`config.mk`:
```
export PLATFORM = sky130hd
export DESIGN_NAME = dispatch_classifier
export DESIGN_NICKNAME = d
export VERILOG_FILES = /design/src/rtl/dispatch_pkg.sv /design/src/rtl/slot_decode.sv /design/src/rtl/dispatch_scan.sv /design/src/rtl/dispatch_counters.sv /design/src/rtl/dispatch_classifier.sv
export SDC_FILE = /design/constraint.sdc
export NUM_CORES = 1
export LEC_CHECK = 0
export BUFFER_PORTS_ARGS = -buffer_cell sky130_fd_sc_hd__clkbuf_2
export CAP_MARGIN = 20
export CORE_ASPECT_RATIO = 0.7
export CORE_MARGIN = 4
export CORE_UTILIZATION = 49
export CTS_CLUSTER_DIAMETER = 50
export DETAILED_ROUTE_END_ITERATION = 8
export HOLD_SLACK_MARGIN = 0.02
export PLACE_DENSITY = 0.81
export SYNTH_ARGS = -nofsm -noshare
export SYNTH_HDL_FRONTEND = slang
export SYNTH_SLANG_ARGS = --single-unit
```
`constraint.sdc`:
```
create_clock -name clk -period 6.51 [get_ports clk]
set_input_delay 0.9765 -clock clk [delete_from_list [all_inputs] [get_ports clk]]
set_output_delay 0.9765 -clock clk [all_outputs]
set_load 0.02 [all_outputs]
```
`src/rtl/dispatch_pkg.sv`:
```
package dispatch_pkg;
  // bit 0 upward: squashed, load, store, non-speculative, nop, executed
  typedef struct packed {
    logic exe;
    logic nop;
    logic nspec;
    logic st;
    logic ld;
    logic sq;
  } slot_flags_t;

  typedef enum logic [2:0] {
    K_SQ, K_LD, K_ST, K_NS, K_NOP, K_EXE, K_NORM
  } slot_kind_t;

  localparam int FLW  = $bits(slot_flags_t);
  localparam int NCNT = 6;
  // counter indices
  localparam int C_DISP = 0;
  localparam int C_SQSH = 1;
  localparam int C_LOAD = 2;
  localparam int C_STOR = 3;
  localparam int C_NSPC = 4;
  localparam int C_FULL = 5;
endpackage

```
`src/rtl/slot_decode.sv`:
```
module slot_decode
  import dispatch_pkg::*;
(
  input  slot_flags_t flags,
  output slot_kind_t  kind
);
  always_comb begin
    if (flags.sq)         kind = K_SQ;
    else if (flags.ld)    kind = K_LD;
    else if (flags.st)    kind = K_ST;
    else if (flags.nspec) kind = K_NS;
    else if (flags.nop)   kind = K_NOP;
    else if (flags.exe)   kind = K_EXE;
    else                  kind = K_NORM;
  end
endmodule

```
`src/rtl/dispatch_scan.sv`:
```
module dispatch_scan
  import dispatch_pkg::*;
#(
  parameter int W    = 4,
  parameter int FW   = 5,
  parameter int CNTW = 3
) (
  input  logic                        valid,
  input  logic [CNTW-1:0]             count,
  input  logic [FW-1:0]               free,
  input  slot_kind_t [W-1:0]          kinds,
  output logic [W-1:0]                iq,
  output logic [W-1:0]                lsq,
  output logic [W-1:0]                nsl,
  output logic [W-1:0]                tail,
  output logic [W-1:0]                iss,
  output logic [W-1:0]                exe,
  output logic [W-1:0]                cmt,
  output logic [W-1:0]                err,
  output logic                        full,
  output logic [NCNT-1:0][CNTW-1:0]   inc
);
  logic [FW-1:0] rem;
  logic          stop;

  always_comb begin
    rem  = free;
    stop = 1'b0;
    iq = '0; lsq = '0; nsl = '0; tail = '0;
    iss = '0; exe = '0; cmt = '0; err = '0;
    full = 1'b0;
    inc  = '0;
    for (int i = 0; i < W; i++) begin
      if (valid && (i < int'(count)) && !stop) begin
        if (kinds[i] == K_SQ) begin
          inc[C_SQSH] = inc[C_SQSH] + 1'b1;
        end else if (rem == '0) begin
          stop = 1'b1;
          full = 1'b1;
        end else begin
          case (kinds[i])
            K_LD, K_ST, K_NORM: begin
              iq[i] = 1'b1;
              rem   = rem - 1'b1;
              inc[C_DISP] = inc[C_DISP] + 1'b1;
              if (kinds[i] == K_LD) begin
                lsq[i] = 1'b1;
                inc[C_LOAD] = inc[C_LOAD] + 1'b1;
              end else if (kinds[i] == K_ST) begin
                lsq[i] = 1'b1;
                inc[C_STOR] = inc[C_STOR] + 1'b1;
              end
            end
            K_NS: begin
              nsl[i] = 1'b1;
              cmt[i] = 1'b1;
              inc[C_NSPC] = inc[C_NSPC] + 1'b1;
            end
            default: begin // nop or arrived-executed
              tail[i] = 1'b1;
              iss[i]  = 1'b1;
              exe[i]  = 1'b1;
              cmt[i]  = 1'b1;
              err[i]  = (kinds[i] == K_EXE);
            end
          endcase
        end
      end
    end
    inc[C_FULL] = CNTW'(full);
  end
endmodule

```
`src/rtl/dispatch_counters.sv`:
```
module dispatch_counters
  import dispatch_pkg::*;
#(
  parameter int CW   = 16,
  parameter int CNTW = 3
) (
  input  logic                      clk,
  input  logic                      rst_n,
  input  logic [NCNT-1:0][CNTW-1:0] inc,
  output logic [NCNT-1:0][CW-1:0]   cnt
);
  for (genvar k = 0; k < NCNT; k++) begin : g_cnt
    always_ff @(posedge clk) begin
      if (!rst_n) cnt[k] <= '0;
      else        cnt[k] <= cnt[k] + CW'(inc[k]);
    end
  end
endmodule

```
`src/rtl/dispatch_classifier.sv`:
```
module dispatch_classifier
  import dispatch_pkg::*;
#(
  parameter int W  = 4,
  parameter int FW = 5,
  parameter int CW = 16,
  localparam int CNTW = $clog2(W + 1)
) (
  input  logic               clk,
  input  logic               rst_n,
  input  logic               in_valid,
  input  logic [CNTW-1:0]    in_count,
  input  logic [FLW*W-1:0]   in_flags,
  input  logic [FW-1:0]      iq_free,
  output logic [W-1:0]       iq_we,
  output logic [W-1:0]       lsq_we,
  output logic [W-1:0]       nsl_we,
  output logic [W-1:0]       tail_adv,
  output logic [W-1:0]       mark_issued,
  output logic [W-1:0]       mark_executed,
  output logic [W-1:0]       mark_commit,
  output logic [W-1:0]       exec_err,
  output logic               block_req,
  output logic [CW-1:0]      cnt_disp,
  output logic [CW-1:0]      cnt_sqsh,
  output logic [CW-1:0]      cnt_load,
  output logic [CW-1:0]      cnt_store,
  output logic [CW-1:0]      cnt_nspec,
  output logic [CW-1:0]      cnt_full
);
  slot_kind_t [W-1:0]        kinds;
  logic [W-1:0]              n_iq, n_lsq, n_nsl, n_tail, n_iss, n_exe, n_cmt, n_err;
  logic                      n_full;
  logic [NCNT-1:0][CNTW-1:0] inc;
  logic [NCNT-1:0][CW-1:0]   cnt;

  for (genvar i = 0; i < W; i++) begin : g_slot
    slot_decode u_dec (
      .flags (slot_flags_t'(in_flags[FLW*i +: FLW])),
      .kind  (kinds[i])
    );
  end

  dispatch_scan #(.W(W), .FW(FW), .CNTW(CNTW)) u_scan (
    .valid (in_valid), .count (in_count), .free (iq_free), .kinds (kinds),
    .iq (n_iq), .lsq (n_lsq), .nsl (n_nsl), .tail (n_tail),
    .iss (n_iss), .exe (n_exe), .cmt (n_cmt), .err (n_err),
    .full (n_full), .inc (inc)
  );

  always_ff @(posedge clk) begin
    if (!rst_n) begin
      iq_we <= '0; lsq_we <= '0; nsl_we <= '0; tail_adv <= '0;
      mark_issued <= '0; mark_executed <= '0; mark_commit <= '0;
      exec_err <= '0; block_req <= 1'b0;
    end else begin
      iq_we <= n_iq; lsq_we <= n_lsq; nsl_we <= n_nsl; tail_adv <= n_tail;
      mark_issued <= n_iss; mark_executed <= n_exe; mark_commit <= n_cmt;
      exec_err <= n_err; block_req <= n_full;
    end
  end

  dispatch_counters #(.CW(CW), .CNTW(CNTW)) u_cnt (
    .clk (clk), .rst_n (rst_n), .inc (inc), .cnt (cnt)
  );

  assign cnt_disp  = cnt[C_DISP];
  assign cnt_sqsh  = cnt[C_SQSH];
  assign cnt_load  = cnt[C_LOAD];
  assign cnt_store = cnt[C_STOR];
  assign cnt_nspec = cnt[C_NSPC];
  assign cnt_full  = cnt[C_FULL];
endmodule

```
# Word-level counts from Yosys, hierarchy flattened
# Index checks and enable logic that the tools add are counted.
# op_classes
addsub,24
magnitude_cmp,4
n_eq_ne,20
muxes,120
bitwise,9
reduce_logical,38
# op_table
op,n
two-way mux 3 bit,46
adder 16 x 3 -> 16 bit,5
two-way mux 9 bit,8
two-way mux 15 bit,4
two-way mux 5 bit,12
"adder 3 x 1 -> 3 bit, second input constant",15
two-way mux 1 bit,42
OR reduction 4 bit,8
OR reduction 8 bit,4
"== test 3 x 2 -> 1 bit, second input constant",8
"== test 3 bit, second input constant",8
logical NOT 5 bit,4
OR reduction 5 bit,4
two-way mux 6 bit,3
adder 16 x 1 -> 16 bit,1
"subtractor 5 x 1 -> 5 bit, second input constant",3
"== test 3 x 1 -> 1 bit, second input constant",4
logical NOT 3 bit,4
OR reduction 3 bit,4
inverter 1 bit,9
two-way mux 2 bit,4
logical AND 1 bit,7
"< comparator 1 x 3 -> 1 bit, first input constant",2
"< comparator 2 x 3 -> 1 bit, first input constant",2
2 further kinds,4
# word_totals
ff_bits,121
wordCells,246

# Depth between registers and ports, before layout
# logic_depth
depth_word,35
depth_mapped,30

# By module
# Synthesis repeated with hierarchy kept, for this count alone.
# hier_totals
hier_cells,825
area_unflattened_um2,7480.9
# by_module_without_submodules
mod,instances,cells_per_inst,area_each_um2,seq_area_each_um2
dispatch_counters,1,486,4461.8,1921.8
dispatch_scan,1,238,1890.6,0.0
dispatch_classifier,1,69,923.4,660.6
slot_decode,4,8,51.3,0.0

# Least setup slack after synthesis
# OpenSTA, ideal clock, no wires.
# synth_path
kind,in2reg
from,in iq_free[0]
to,reg u_cnt.cnt[79] (netlist name)
arrival_ns,6.348
path_slack_ns,0.048
path_stages,26
cell_sequence,inv_1 > ha_1 > nor4b_2 > nor3_1 > nand2_1 > xnor2_1 > ha_1 > nand2_1 > o21ai_1 > xnor2_1 > ha_1 > o41a_1 > o211a_1 > or4_1 > a222oi_1 > buf_4 > a21oi_2 > mux2_4 > ha_1 > a21o_1 > a21oi_1 > nor2b_1 > and3_1 > nand3_1 > xnor2_1 > and2_1
# synth_between
elab_chain_cells,20
elab_cells_between_ends,53
classes_between,7 x add/sub; 36 x mux; 10 x reduce/logical
# synth_lines
item,line_no,rtl
"start, declared",dispatch_classifier.sv:14,"input logic [FW-1:0] iq_free,"
subtractor 5 x 1 -> 5 bit / logical NOT 5 bit (equally long branches),"dispatch_scan.sv:44, dispatch_scan.sv:37",
two-way mux 5 bit / two-way mux 9 bit (equally long branches),"dispatch_scan.sv:41, dispatch_scan.sv:37",
two-way mux 5 bit / two-way mux 9 bit (equally long branches),"dispatch_scan.sv:37, dispatch_scan.sv:35",
two-way mux 5 bit / two-way mux 15 bit (equally long branches),"dispatch_scan.sv:35, dispatch_scan.sv:34",
two-way mux 5 bit / adder 3 x 1 -> 3 bit (equally long branches),"dispatch_scan.sv:34, dispatch_scan.sv:57",
"subtractor 5 x 1 -> 5 bit, or another cell as far along",dispatch_scan.sv:44,rem = rem - 1'b1;
two-way mux 5 bit / two-way mux 9 bit (equally long branches),"dispatch_scan.sv:41, dispatch_scan.sv:37",
two-way mux 5 bit / two-way mux 9 bit (equally long branches),"dispatch_scan.sv:37, dispatch_scan.sv:35",
[4 not listed],--,
two-way mux 5 bit / two-way mux 9 bit (equally long branches),"dispatch_scan.sv:37, dispatch_scan.sv:35",
two-way mux 5 bit / two-way mux 15 bit (equally long branches),"dispatch_scan.sv:35, dispatch_scan.sv:34",
two-way mux 5 bit / adder 3 x 1 -> 3 bit (equally long branches),"dispatch_scan.sv:34, dispatch_scan.sv:57",
logical NOT 5 bit / two-way mux 3 bit (equally long branches),"dispatch_scan.sv:37, dispatch_scan.sv:41",
two-way mux 9 bit,dispatch_scan.sv:37,end else if (rem == '0) begin
two-way mux 9 bit,dispatch_scan.sv:35,if (kinds[i] == K_SQ) begin
two-way mux 15 bit *,dispatch_scan.sv:34,if (valid && (i < int'(count)) && !stop) begin
adder 16 x 3 -> 16 bit *,dispatch_counters.sv:15,else cnt[k] <= cnt[k] + CW'(inc[k]);
"end signal, assigned by index",dispatch_counters.sv:15,
"end, declared",dispatch_counters.sv:10,output logic [NCNT-1:0][CW-1:0] cnt
# Every way passes the cells marked *; elsewhere a longest branch is shown, timed or not.
# A chain may end at the register's enable or synchronous reset.

# Worst setup path after layout
# layout_path
from,in iq_free[0]
to,reg u_cnt.cnt[78] (netlist name)
# The elaborated chain is that of the path after synthesis.

==> out/metrics.cfg <==
[timing]
hold_viol_final=0
timing.final.crit_period_ps=6065
setup-tns-final_ps=0
relSlewSlack_pct=40.53
setup_viol=0
skew_ps=6.106
worst_pin_slew_ps=892.0
clock.fmax_mhz=164.9
fin_crit_sh_pct=93.16
finalMaxSlewViolations=0
post-route-worst-setup-slack_ps=445.1

[hold_path]
worstHoldPathType=register to register

[cells_and_area]
drive_gt1_share_pct=27.51
seq_area_mm2=0.002422
syn_to_final_growth_pct=25.14
finish.utilization_pct=63.62
multi_input_area_mm2=0.004217
fin_area_mm2=0.008526
n_antenna_cell=0
nFillCells=1164
fin_nets=1020

[global_route]
grt-ovfl-total=0
grt_pass1_wl_um=27840
grt.total_usage_pct=21.40
grt_pass1_vias=5699
grt_start_max_net_pins=56
grt_antenna_before_repair=0

[synth]
yosys_warnings=0
ys.flop_type=dfxtp_1
synth-seq-area-share_pct=35.56
synth.distinct_cells=64
synth_seq_cells=121
synth-edff-count=0
avgSynthCellArea_um2=8.894
syn-num-nets=843
synthArstFlopShare_pct=0
syn_inst=766
syn_area_mm2=0.006813

[worst_setup_path]
cp-end-kind=register
cp_slowest_cell=or4_1
critPathRequiredTime_ps=6840
max_stage_delay_ps=490
cp.arrival_ps=6390
start_kind=input pin
critical_path_class=input pin to register
path_max_fanout=10

[placed_design]
post-place-ws_ps=-146.3
dpl-instance-area_mm2=0.007879
hpwl_um=12600
place.gp.congestion=0.9258
io_buffers=163

[clocking]
clk_pin_slew_worst_paths_ps=60
clock-root-buffer=clkbuf_16
ctsHtreeMaxLevel=4
cts_tree=yes
clkLatencyLatePin_ps=400
numCtsBuffers=17
cts.sinks=121
clockBufferDepth=2

[floorplan]
die_h_um=106.7
die_w_um=148.9
num_rows=35
ios=164
die_area_mm2=0.01588
core_mm2=0.01340
initial_core_util_pct=50.84

[routing]
dr.pass1.iters=5
drc_errors=0
via_per_inst=5.335
wl_per_cell_um=14.91
routed_wirelength_um=17010
drtAntennaViolNets=0
first_iter_violations=546
vias=6087

[power]
clockPowerShare_pct=49.7
ir_drop_mv=0.1692
seqPwrFrac_pct=40.4
power_leakage_nw=3.919
p_sw_share_pct=25.90
intPower_mw=1.398
pwr-share-comb_pct=9.9
power_mw=1.886
power_density_mw_per_mm2=221.3
p_sw_uw=488.6

[outcome]
status=completed

[job]
cap_violations=0

-- repair_timing --
action,in CTS,in global routing
endpoints found under the setup margin,0,37
resized for setup,0,9
buffers inserted,0,1
hold buffers,0,0
-- sequential cells by signal (all words and copies together), names as in the netlist --
signal and flops:
u_cnt.cnt 96, exec_err 4, iq_we 4, lsq_we 4, mark_commit 4, mark_executed 4, nsl_we 4, block_req 1
-- final timing paths --
path | from | to | slack (ps) | depth (start not counted)
worst max register to register | u_cnt.cnt[64] | u_cnt.cnt[78] | 4570 | 7
worst min register to register | u_cnt.cnt[63] | u_cnt.cnt[63] | 510 | 2
worst max-delay path | iq_free[0] | u_cnt.cnt[78] | 450 | 29
worst min-delay path | u_cnt.cnt[63] | u_cnt.cnt[63] | 510 | 2
-- logic make-up after synthesis --
family	count (synthesis)	synth area share (%)
simple gates	354	29.31
flops	121	35.56
compound gates	106	10.62
xor+xnor	78	10.03
buf+inv	47	3.085
fa+ha+maj	42	8.264
mux	18	3.141
-- per-stage QoR --
stage          hold WS, ps  cells
2_1_floorplan        563.6    766
3_3_place_gp         489.7   1107
3_5_place_dp         503.8   1107
4_1_cts              511.9   1139
5_1_grt              543.2   1141
6_report             507.5   1141
-- cells in the mapped netlist, types with 4 or more instances --
| cell type | instances | share of area (%) |
|---|---|---|
| a21boi_0 | 17 | 1.9 |
| a21o_1 | 8 | 0.88 |
| a21oi_1 | 16 | 1.2 |
| a21oi_2 | 4 | 0.51 |
| and2_1 | 85 | 7.8 |
| and3_1 | 24 | 2.2 |
| and4_1 | 5 | 0.64 |
| buf_4 | 9 | 0.99 |
| clkbuf_1 | 19 | 1.0 |
| dfxtp_1 | 121 | 36 |
| fa_1 | 5 | 1.5 |
| ha_1 | 37 | 6.8 |
| inv_1 | 19 | 1.0 |
| mux2_2 | 11 | 1.8 |
| mux2_4 | 4 | 0.88 |
| nand2_1 | 71 | 3.9 |
| nand2b_1 | 4 | 0.37 |
| nand3_1 | 27 | 2.0 |
| nand4_1 | 7 | 0.64 |
| nor2_1 | 39 | 2.1 |
| nor2b_1 | 19 | 1.7 |
| nor3_1 | 14 | 1.0 |
| nor3b_1 | 11 | 1.2 |
| nor4b_1 | 8 | 1.0 |
| o211ai_1 | 4 | 0.44 |
| o21ai_0 | 24 | 1.8 |
| o21ai_1 | 6 | 0.44 |
| or2_2 | 4 | 0.37 |
| or3_1 | 21 | 1.9 |
| xnor2_1 | 53 | 6.8 |
| xor2_1 | 25 | 3.2 |
-- power groups by stage --
stage,Clock [mW],Sequential [mW],Combinational (mW)
after global placement,0,0.777,0.179
after detailed placement,0,0.777,0.181
after CTS,0.949,0.761,0.182
after global routing,0.986,0.763,0.209
after floorplan,0,0.790,0.102
final,0.938,0.761,0.187
-- worst max-delay path: cells and delay by family --
kind | cells | cell delay, ps
compound gates | 7 | 1350
simple gates | 12 | 2160
fa+ha+maj | 5 | 1200
buf+inv | 4 | 510
xor+xnor | 1 | 200
-- layout make-up --
cell class / instances / share of cell area (%)
clock buffers: 17 / 4.990
clock inverters: 15 / 1.952
inverters: 19 / 0.8365
multi-input cells: 598 / 49.46
flip-flops and latches: 121 / 28.41
well taps: 185 / 2.715
repair buffers: 186 / 11.64
-- per-layer routing --
layer  vias up  track usage, %  wire length (um)
li1       3003               -                 -
met1      2830           30.30              8247
met2       222           31.78              7170
met3        32           5.915              1254
met4         0           6.532               335
met5         -               0                 0
-- cells in the final DEF, fill, tap and decap left out, types with 4 or more instances in the layout --
cell type  instances
clkbuf_2         163
clkbuf_16         17
o211ai_1           4
and3_1            24
nor2b_1           18
inv_6              4
or2_2              4
a21oi_2            5
o21ai_0           24
xnor2_1           53
nand4_1            7
o21ai_2            4
ha_1              37
a21o_1             8
mux2_2            11
mux2_4             4
dfxtp_1          121
nand3_1           27
nor2_1            39
a21boi_0          17
nand2_1           70
nor3_1            13
clkinv_4           4
and2_1            85
buf_4             22
nand2b_1           4
nor3b_1           11
and4_1             5
or3_1             21
inv_1             19
xor2_1            25
nor4b_1            7
o21ai_1            4
fa_1               5
a21oi_1           15
Note: power is estimated with default switching activity, not from simulation.
